===== src/rtl/ls_tx_pkg.sv =====
package ls_tx_pkg;

  typedef enum logic [1:0] {
    ST_IDLE = 2'd0,
    ST_ARM  = 2'd1,
    ST_BITS = 2'd2,
    ST_EOP  = 2'd3
  } tx_state_t;

  localparam logic [7:0] SYNC_BYTE  = 8'h80;
  localparam int         STUFF_RUN  = 6;
  localparam int         SE0_BITS   = 2;

endpackage


===== src/rtl/ls_tx_bit_timer.sv =====
module ls_tx_bit_timer #(
  parameter int DIV = 33
) (
  input  logic clk,
  input  logic rst_n,
  input  logic run_i,
  output logic tick_o
);

  localparam int CW = (DIV > 1) ? $clog2(DIV) : 1;
  localparam logic [CW-1:0] LAST = CW'(DIV - 1);

  logic [CW-1:0] cnt_q, cnt_d;

  always_comb begin
    tick_o = run_i && (cnt_q == LAST);
    cnt_d  = cnt_q;
    if (!run_i)      cnt_d = '0;
    else if (tick_o) cnt_d = '0;
    else             cnt_d = cnt_q + 1'b1;
  end

  always_ff @(posedge clk or negedge rst_n) begin
    if (!rst_n) cnt_q <= '0;
    else        cnt_q <= cnt_d;
  end

  // bit periods are longer than one clock
  a_r4_tick_spacing: assert property (@(posedge clk) disable iff (!rst_n)
    tick_o |=> !tick_o);
  a_r4_tick_only_running: assert property (@(posedge clk) disable iff (!rst_n)
    !run_i |-> !tick_o);

endmodule


===== src/rtl/ls_tx_fetch.sv =====
module ls_tx_fetch #(
  parameter int LEN_W = 7
) (
  input  logic             clk,
  input  logic             rst_n,
  input  logic             start_i,
  input  logic [LEN_W-1:0] len_i,
  input  logic             take_i,
  input  logic             byte_ack_i,
  input  logic [7:0]       byte_i,
  output logic             byte_req_o,
  output logic             more_o,
  output logic [7:0]       nxt_byte_o
);

  logic [LEN_W-1:0] left_q, left_d;
  logic             req_q, req_d;
  logic [7:0]       hold_q, hold_d;
  logic             cap;

  always_comb begin
    left_d = left_q;
    req_d  = req_q;
    hold_d = hold_q;
    cap    = req_q && byte_ack_i;
    if (cap) hold_d = byte_i;
    if (start_i) begin
      left_d = len_i;
      req_d  = (len_i != '0);
    end else if (take_i) begin
      left_d = left_q - 1'b1;
      req_d  = (left_q != LEN_W'(1));
    end else if (cap) begin
      req_d  = 1'b0;
    end
  end

  always_ff @(posedge clk or negedge rst_n) begin
    if (!rst_n) begin
      left_q <= '0;
      req_q  <= 1'b0;
      hold_q <= '0;
    end else begin
      left_q <= left_d;
      req_q  <= req_d;
      hold_q <= hold_d;
    end
  end

  assign byte_req_o = req_q;
  assign more_o     = (left_q != '0);
  assign nxt_byte_o = hold_q;

  // request is held until acknowledged
  a_r6_req_held: assert property (@(posedge clk) disable iff (!rst_n)
    byte_req_o && !byte_ack_i |=> byte_req_o);
  // no byte is taken when none remains
  a_r6_no_underflow: assert property (@(posedge clk) disable iff (!rst_n)
    take_i |-> more_o);

endmodule


===== src/rtl/ls_tx_nrzi.sv =====
module ls_tx_nrzi
  import ls_tx_pkg::*;
(
  input  logic       clk,
  input  logic       rst_n,
  input  logic       load_i,
  input  logic       adv_i,
  input  logic       more_i,
  input  logic [7:0] nxt_byte_i,
  output logic       line_j_o,
  output logic       take_o,
  output logic       end_o
);

  logic [7:0] sh_q, sh_d;
  logic [3:0] left_q, left_d;
  logic [2:0] ones_q, ones_d;
  logic       line_q, line_d;
  logic       stuff;

  always_comb begin
    stuff  = (ones_q == 3'(STUFF_RUN));
    end_o  = !stuff && (left_q == 4'd0);
    take_o = adv_i && !stuff && (left_q == 4'd1) && more_i;
    sh_d   = sh_q;
    left_d = left_q;
    ones_d = ones_q;
    line_d = line_q;
    if (load_i) begin
      sh_d   = SYNC_BYTE;
      left_d = 4'd8;
      ones_d = '0;
      line_d = 1'b1;
    end else if (adv_i && !end_o) begin
      if (stuff) begin
        line_d = !line_q;
        ones_d = '0;
      end else begin
        if (sh_q[0]) begin
          ones_d = ones_q + 1'b1;
        end else begin
          ones_d = '0;
          line_d = !line_q;
        end
        if (left_q == 4'd1) begin
          if (more_i) begin
            sh_d   = nxt_byte_i;
            left_d = 4'd8;
          end else begin
            left_d = 4'd0;
          end
        end else begin
          sh_d   = {1'b0, sh_q[7:1]};
          left_d = left_q - 1'b1;
        end
      end
    end
  end

  always_ff @(posedge clk or negedge rst_n) begin
    if (!rst_n) begin
      sh_q   <= '0;
      left_q <= '0;
      ones_q <= '0;
      line_q <= 1'b1;
    end else begin
      sh_q   <= sh_d;
      left_q <= left_d;
      ones_q <= ones_d;
      line_q <= line_d;
    end
  end

  assign line_j_o = line_q;

  // the wire never carries more than six equal-level-keeping bits
  a_r5_run_cap: assert property (@(posedge clk) disable iff (!rst_n)
    ones_q <= 3'(STUFF_RUN));
  // a due stuff bit always inverts the line
  a_r5_stuff_inverts: assert property (@(posedge clk) disable iff (!rst_n)
    adv_i && stuff && !load_i |=> line_j_o != $past(line_j_o));

endmodule


===== src/rtl/ls_serial_tx.sv =====
module ls_serial_tx
  import ls_tx_pkg::*;
#(
  parameter int CLK_HZ  = 50_000_000,
  parameter int BIT_HZ  = 1_500_000,
  parameter int MAX_LEN = 64,
  localparam int LEN_W  = $clog2(MAX_LEN + 1)
) (
  input  logic             clk,
  input  logic             rst_n,
  input  logic             start_i,
  input  logic             hs_only_i,
  input  logic [LEN_W-1:0] len_i,
  output logic             byte_req_o,
  input  logic             byte_ack_i,
  input  logic [7:0]       byte_i,
  output logic             dp_o,
  output logic             dm_o,
  output logic             oe_o,
  output logic             busy_o,
  output logic             done_o
);

  localparam int DIV = (CLK_HZ + BIT_HZ / 2) / BIT_HZ;

  tx_state_t        st_q, st_d;
  logic [1:0]       eop_q, eop_d;
  logic             done_q, done_d;
  logic             start_ok, adv, tick, run;
  logic             line_j, take, more, data_end;
  logic [7:0]       nxt_byte;
  logic [LEN_W-1:0] eff_len;

  assign start_ok = (st_q == ST_IDLE) && start_i;
  assign eff_len  = hs_only_i ? LEN_W'(1) : len_i;
  assign run      = (st_q == ST_BITS) || (st_q == ST_EOP);
  assign adv      = (st_q == ST_ARM) || ((st_q == ST_BITS) && tick);

  ls_tx_bit_timer #(.DIV(DIV)) u_timer (
    .clk    (clk),
    .rst_n  (rst_n),
    .run_i  (run),
    .tick_o (tick)
  );

  ls_tx_fetch #(.LEN_W(LEN_W)) u_fetch (
    .clk        (clk),
    .rst_n      (rst_n),
    .start_i    (start_ok),
    .len_i      (eff_len),
    .take_i     (take),
    .byte_ack_i (byte_ack_i),
    .byte_i     (byte_i),
    .byte_req_o (byte_req_o),
    .more_o     (more),
    .nxt_byte_o (nxt_byte)
  );

  ls_tx_nrzi u_nrzi (
    .clk        (clk),
    .rst_n      (rst_n),
    .load_i     (start_ok),
    .adv_i      (adv),
    .more_i     (more),
    .nxt_byte_i (nxt_byte),
    .line_j_o   (line_j),
    .take_o     (take),
    .end_o      (data_end)
  );

  always_comb begin
    st_d   = st_q;
    eop_d  = eop_q;
    done_d = 1'b0;
    unique case (st_q)
      ST_IDLE: if (start_i) st_d = ST_ARM;
      ST_ARM:  st_d = ST_BITS;
      ST_BITS: if (tick && data_end) begin
        st_d  = ST_EOP;
        eop_d = '0;
      end
      ST_EOP: if (tick) begin
        if (eop_q == 2'(SE0_BITS)) begin
          st_d   = ST_IDLE;
          done_d = 1'b1;
        end else begin
          eop_d = eop_q + 1'b1;
        end
      end
      default: st_d = ST_IDLE;
    endcase
  end

  always_ff @(posedge clk or negedge rst_n) begin
    if (!rst_n) begin
      st_q   <= ST_IDLE;
      eop_q  <= '0;
      done_q <= 1'b0;
    end else begin
      st_q   <= st_d;
      eop_q  <= eop_d;
      done_q <= done_d;
    end
  end

  always_comb begin
    oe_o = run;
    dp_o = 1'b0;
    dm_o = 1'b0;
    unique case (st_q)
      ST_ARM:  dm_o = 1'b1;
      ST_BITS: begin
        dp_o = !line_j;
        dm_o = line_j;
      end
      ST_EOP:  dm_o = (eop_q == 2'(SE0_BITS));
      default: ;
    endcase
  end

  assign busy_o = (st_q != ST_IDLE);
  assign done_o = done_q;

  // drivers turn on only after a clock of undriven J
  a_r2_j_before_drive: assert property (@(posedge clk) disable iff (!rst_n)
    $rose(oe_o) |-> $past(dm_o && !dp_o && !oe_o && busy_o));
  // the last driven level before release is J
  a_r7_release_after_j: assert property (@(posedge clk) disable iff (!rst_n)
    $fell(oe_o) |-> $past(dm_o && !dp_o));
  // drivers enabled only while busy, done is a lone pulse at release
  a_r9_oe_in_busy: assert property (@(posedge clk) disable iff (!rst_n)
    oe_o |-> busy_o);
  a_r9_done_pulse: assert property (@(posedge clk) disable iff (!rst_n)
    done_o |-> !busy_o && !oe_o && $past(oe_o));
  a_r9_done_single: assert property (@(posedge clk) disable iff (!rst_n)
    done_o |=> !done_o);
  // a packet in progress is never restarted
  a_r10_no_restart: assert property (@(posedge clk) disable iff (!rst_n)
    busy_o |=> st_q != ST_ARM);

endmodule


===== config.mk =====
export PLATFORM = sky130hd
export DESIGN_NAME = ls_serial_tx
export DESIGN_NICKNAME = d
export VERILOG_FILES = /design/src/rtl/ls_tx_pkg.sv /design/src/rtl/ls_tx_bit_timer.sv /design/src/rtl/ls_tx_fetch.sv /design/src/rtl/ls_tx_nrzi.sv /design/src/rtl/ls_serial_tx.sv
export SDC_FILE = /design/constraint.sdc
export NUM_CORES = 1
export LEC_CHECK = 0
export ABC_AREA = 1
export BUFFER_PORTS_ARGS = -buffer_cell sky130_fd_sc_hd__clkbuf_2
export CAP_MARGIN = 10
export CORE_ASPECT_RATIO = 1.5
export CORE_MARGIN = 2
export CORE_UTILIZATION = 45
export CTS_CLUSTER_DIAMETER = 120
export DETAILED_ROUTE_END_ITERATION = 12
export PLACE_DENSITY = 0.71
export SLEW_MARGIN = 20
export SYNTH_ARGS = -nofsm -noshare
export SYNTH_HDL_FRONTEND = slang
export SYNTH_HIERARCHICAL = 1
export SYNTH_SLANG_ARGS = --single-unit

===== constraint.sdc =====
create_clock -name clk -period 6.7 [get_ports clk]
set_clock_uncertainty 0.1 [all_clocks]
set_input_delay 2.01 -clock clk [delete_from_list [all_inputs] [get_ports clk]]
set_output_delay 2.01 -clock clk [all_outputs]
set_load 0.05 [all_outputs]

==> run metrics <==
status finished clean; CTS Hold Bufs 0; fraction of layout cells with a size suffix above 1 0.183; unrepaired setup endpoints after global routing no; setup violators final 0; Arr. time, crit path 1.69 ns; max-cap viol count 0; class of the most critical setup path register to output pin; IO Pins 26; met2 wire length 2910 um; Avg Vias per Cell 4.85; fin crit share 0.568; initial antenna violation count 0; postcts setup bufs 0; PostCTS Resize Cnt 0; post-synth cell types 35; endpoint class of the critical path output pin; dpl ws 2.95 ns; Gate Count Post-Synth 361; worst hold path type register to register; Fmax 263 MHz; setup ws final 2.90 ns; DRC violations left 0; Final Critical Period 3.80 ns; GRT Util Overall 0.178; highest routed layer met4; antenna cells 0; clk sink count 43; final WL 5480 um; H-tree depth 2; iteration-0 DRC count of the detailed router 70; Synth top area share 0.369; CTS tree yes; Slew @ Worst Pin 0.606 ns; synthesis warning total 6; reg-to-reg slack, setup 3.96 ns; I/O Buffers 25; largest net degree at the start of global routing 44; vias in the first global route 2201; slew margin rel. 0.596; Final nets 426; Pleak 1.76 nW; commonest non-fill, non-tap cell in the layout nand2_1; total CTS buffers 5; Final Max Tran Viols 0; register area share after synthesis 0.378; Root Driver clkbuf_8; Design Area, Final 3100 um^2; clk buf depth 2; Net Count, Synth 399; crit-path max FO 6; Site Rows 35; pwr/cell area 140 nW/um^2; Clock Pin Slew Worst Setup and Hold Paths 0.08 ns; synthesized flop and latch total 43; Area Overhead vs Synth 8.83%; met3 wire len 142 um; WP data required 4.59 ns; cell accounting for the most synthesized area dfrtp_1; global-route wire length before repair 9400 um; clk_lat worst skew 0.30 ns; Routed Antenna Nets 0; WL per Instance 11.8 um; CORE AREA 6130 um^2; Initial Util 0.465; Peak VDD IR 103 uV; most frequent cells in the layout nand2_1 (96), inv_1 (55), dfrtp_1 (42); die area 7000 um^2; Die Wd 69.0 um; met1 wire length 2310 um; final total power 436 uW; Die Height 101 um; total number of vias 2247; Mapped Area 2850 um^2; Setup crit start kind register; DRT Pass-1 Iters 4; GPL Wtd Cong 0.887; DP HPWL 4130 um; fill count 627; Avg Cell Area, Syn 7.89 um^2; total negative slack 0 ns; largest cells by area after synthesis dfrtp_1 (37%), nand2_1 (13%), ha_1 (7.9%); GRT overflow 0; DP Area 3020 um^2; final hold violation count 0
## area by class of cell
type	count	area [um^2]	share of cell area
clock buffers	7	76.3	0.0246
clock inverters	1	5.00	0.00161
inverters	59	221	0.0714
multi-input cells	253	1500	0.482
flip-flops and latches	43	1080	0.347
well taps	74	92.6	0.0299
repair buffers	26	133	0.0428
## state kept, by name, summed over array words and instances (netlist names)
signal              cells
u_nrzi/left_q           4
u_nrzi/ones_q           3
u_nrzi/line_j_o         1
u_fetch/nxt_byte_o      8
u_nrzi/sh_q             8
st_q                    2
u_fetch/byte_req_o      1
done_o                  1
eop_q                   2
u_timer/cnt_q           6
u_fetch/left_q          7
## stage by stage
stage               instances  utilization  hold WS (ns)
finish                    463        0.506         0.401
global route              463        0.506         0.423
CTS                       463        0.506         0.406
detailed placement        455        0.492         0.391
global placement          455        0.492         0.386
floorplan                 361            -         0.357
## worst max-delay path, cell delays in order, from the launching register on
cell and delay, ns:
dfrtp_1 0.42, inv_1 0.18, ha_1 0.29, inv_1 0.08, nand2_1 0.13, clkbuf_2 0.30
## report_power, final
group          total [mW]  internal (mW)  switching, mW
clock network       0.162         0.0733         0.0883
logic              0.0148        0.00575        0.00901
registers           0.259          0.259              0
total               0.436          0.338         0.0973
## worst paths after layout
path                                    endpoint            start  cells past startpoint
setup / recovery                            oe_o          st_q[0]                      5
hold / removal                   u_nrzi/line_j_o  u_nrzi/line_j_o                      2
hold reg to reg                  u_nrzi/line_j_o  u_nrzi/line_j_o                      2
max in group asynchronous  u_fetch/nxt_byte_o[1]            rst_n                      2
setup reg to reg               u_fetch/left_q[4]          st_q[0]                     13
min in group asynchronous                 done_o            rst_n                      2
## per-layer routing
metal / GRT usage / vias to the layer above
met5: 0 / -
met2: 0.318 / 35
li1: - / 1174
met1: 0.206 / 1028
met4: 0.0739 / 0
met3: 0.0256 / 10
## synth_stat cells, drive strengths merged
cell	number
inv	58
and2	1
nor2	42
dfstp	1
a21oi	1
nand4	3
o21ai	7
a22oi	3
buf	6
nor3	2
o211ai	2
nand3b	8
xnor2	2
o21bai	4
a21o	1
nand2	110
ha	18
clkinv	1
xor2	2
nand3	37
mux2	8
dfrtp	42
or2	2
## cells by family (layout without fill, tap and decap cells)
| kind of cell | count (synthesis) | count (layout) | synth area share |
|---|---|---|---|
| muxes | 8 | 8 | 0.0422 |
| AOI/OAI and AO/OA | 18 | 18 | 0.0417 |
| adders and majority gates | 18 | 18 | 0.0791 |
| buffers and inverters | 65 | 93 | 0.0971 |
| and+or+nand+nor | 205 | 205 | 0.350 |
| xor gates and xnor gates | 4 | 4 | 0.0123 |
| DFF | 43 | 43 | 0.378 |
(Power assumes the default switching activity.)
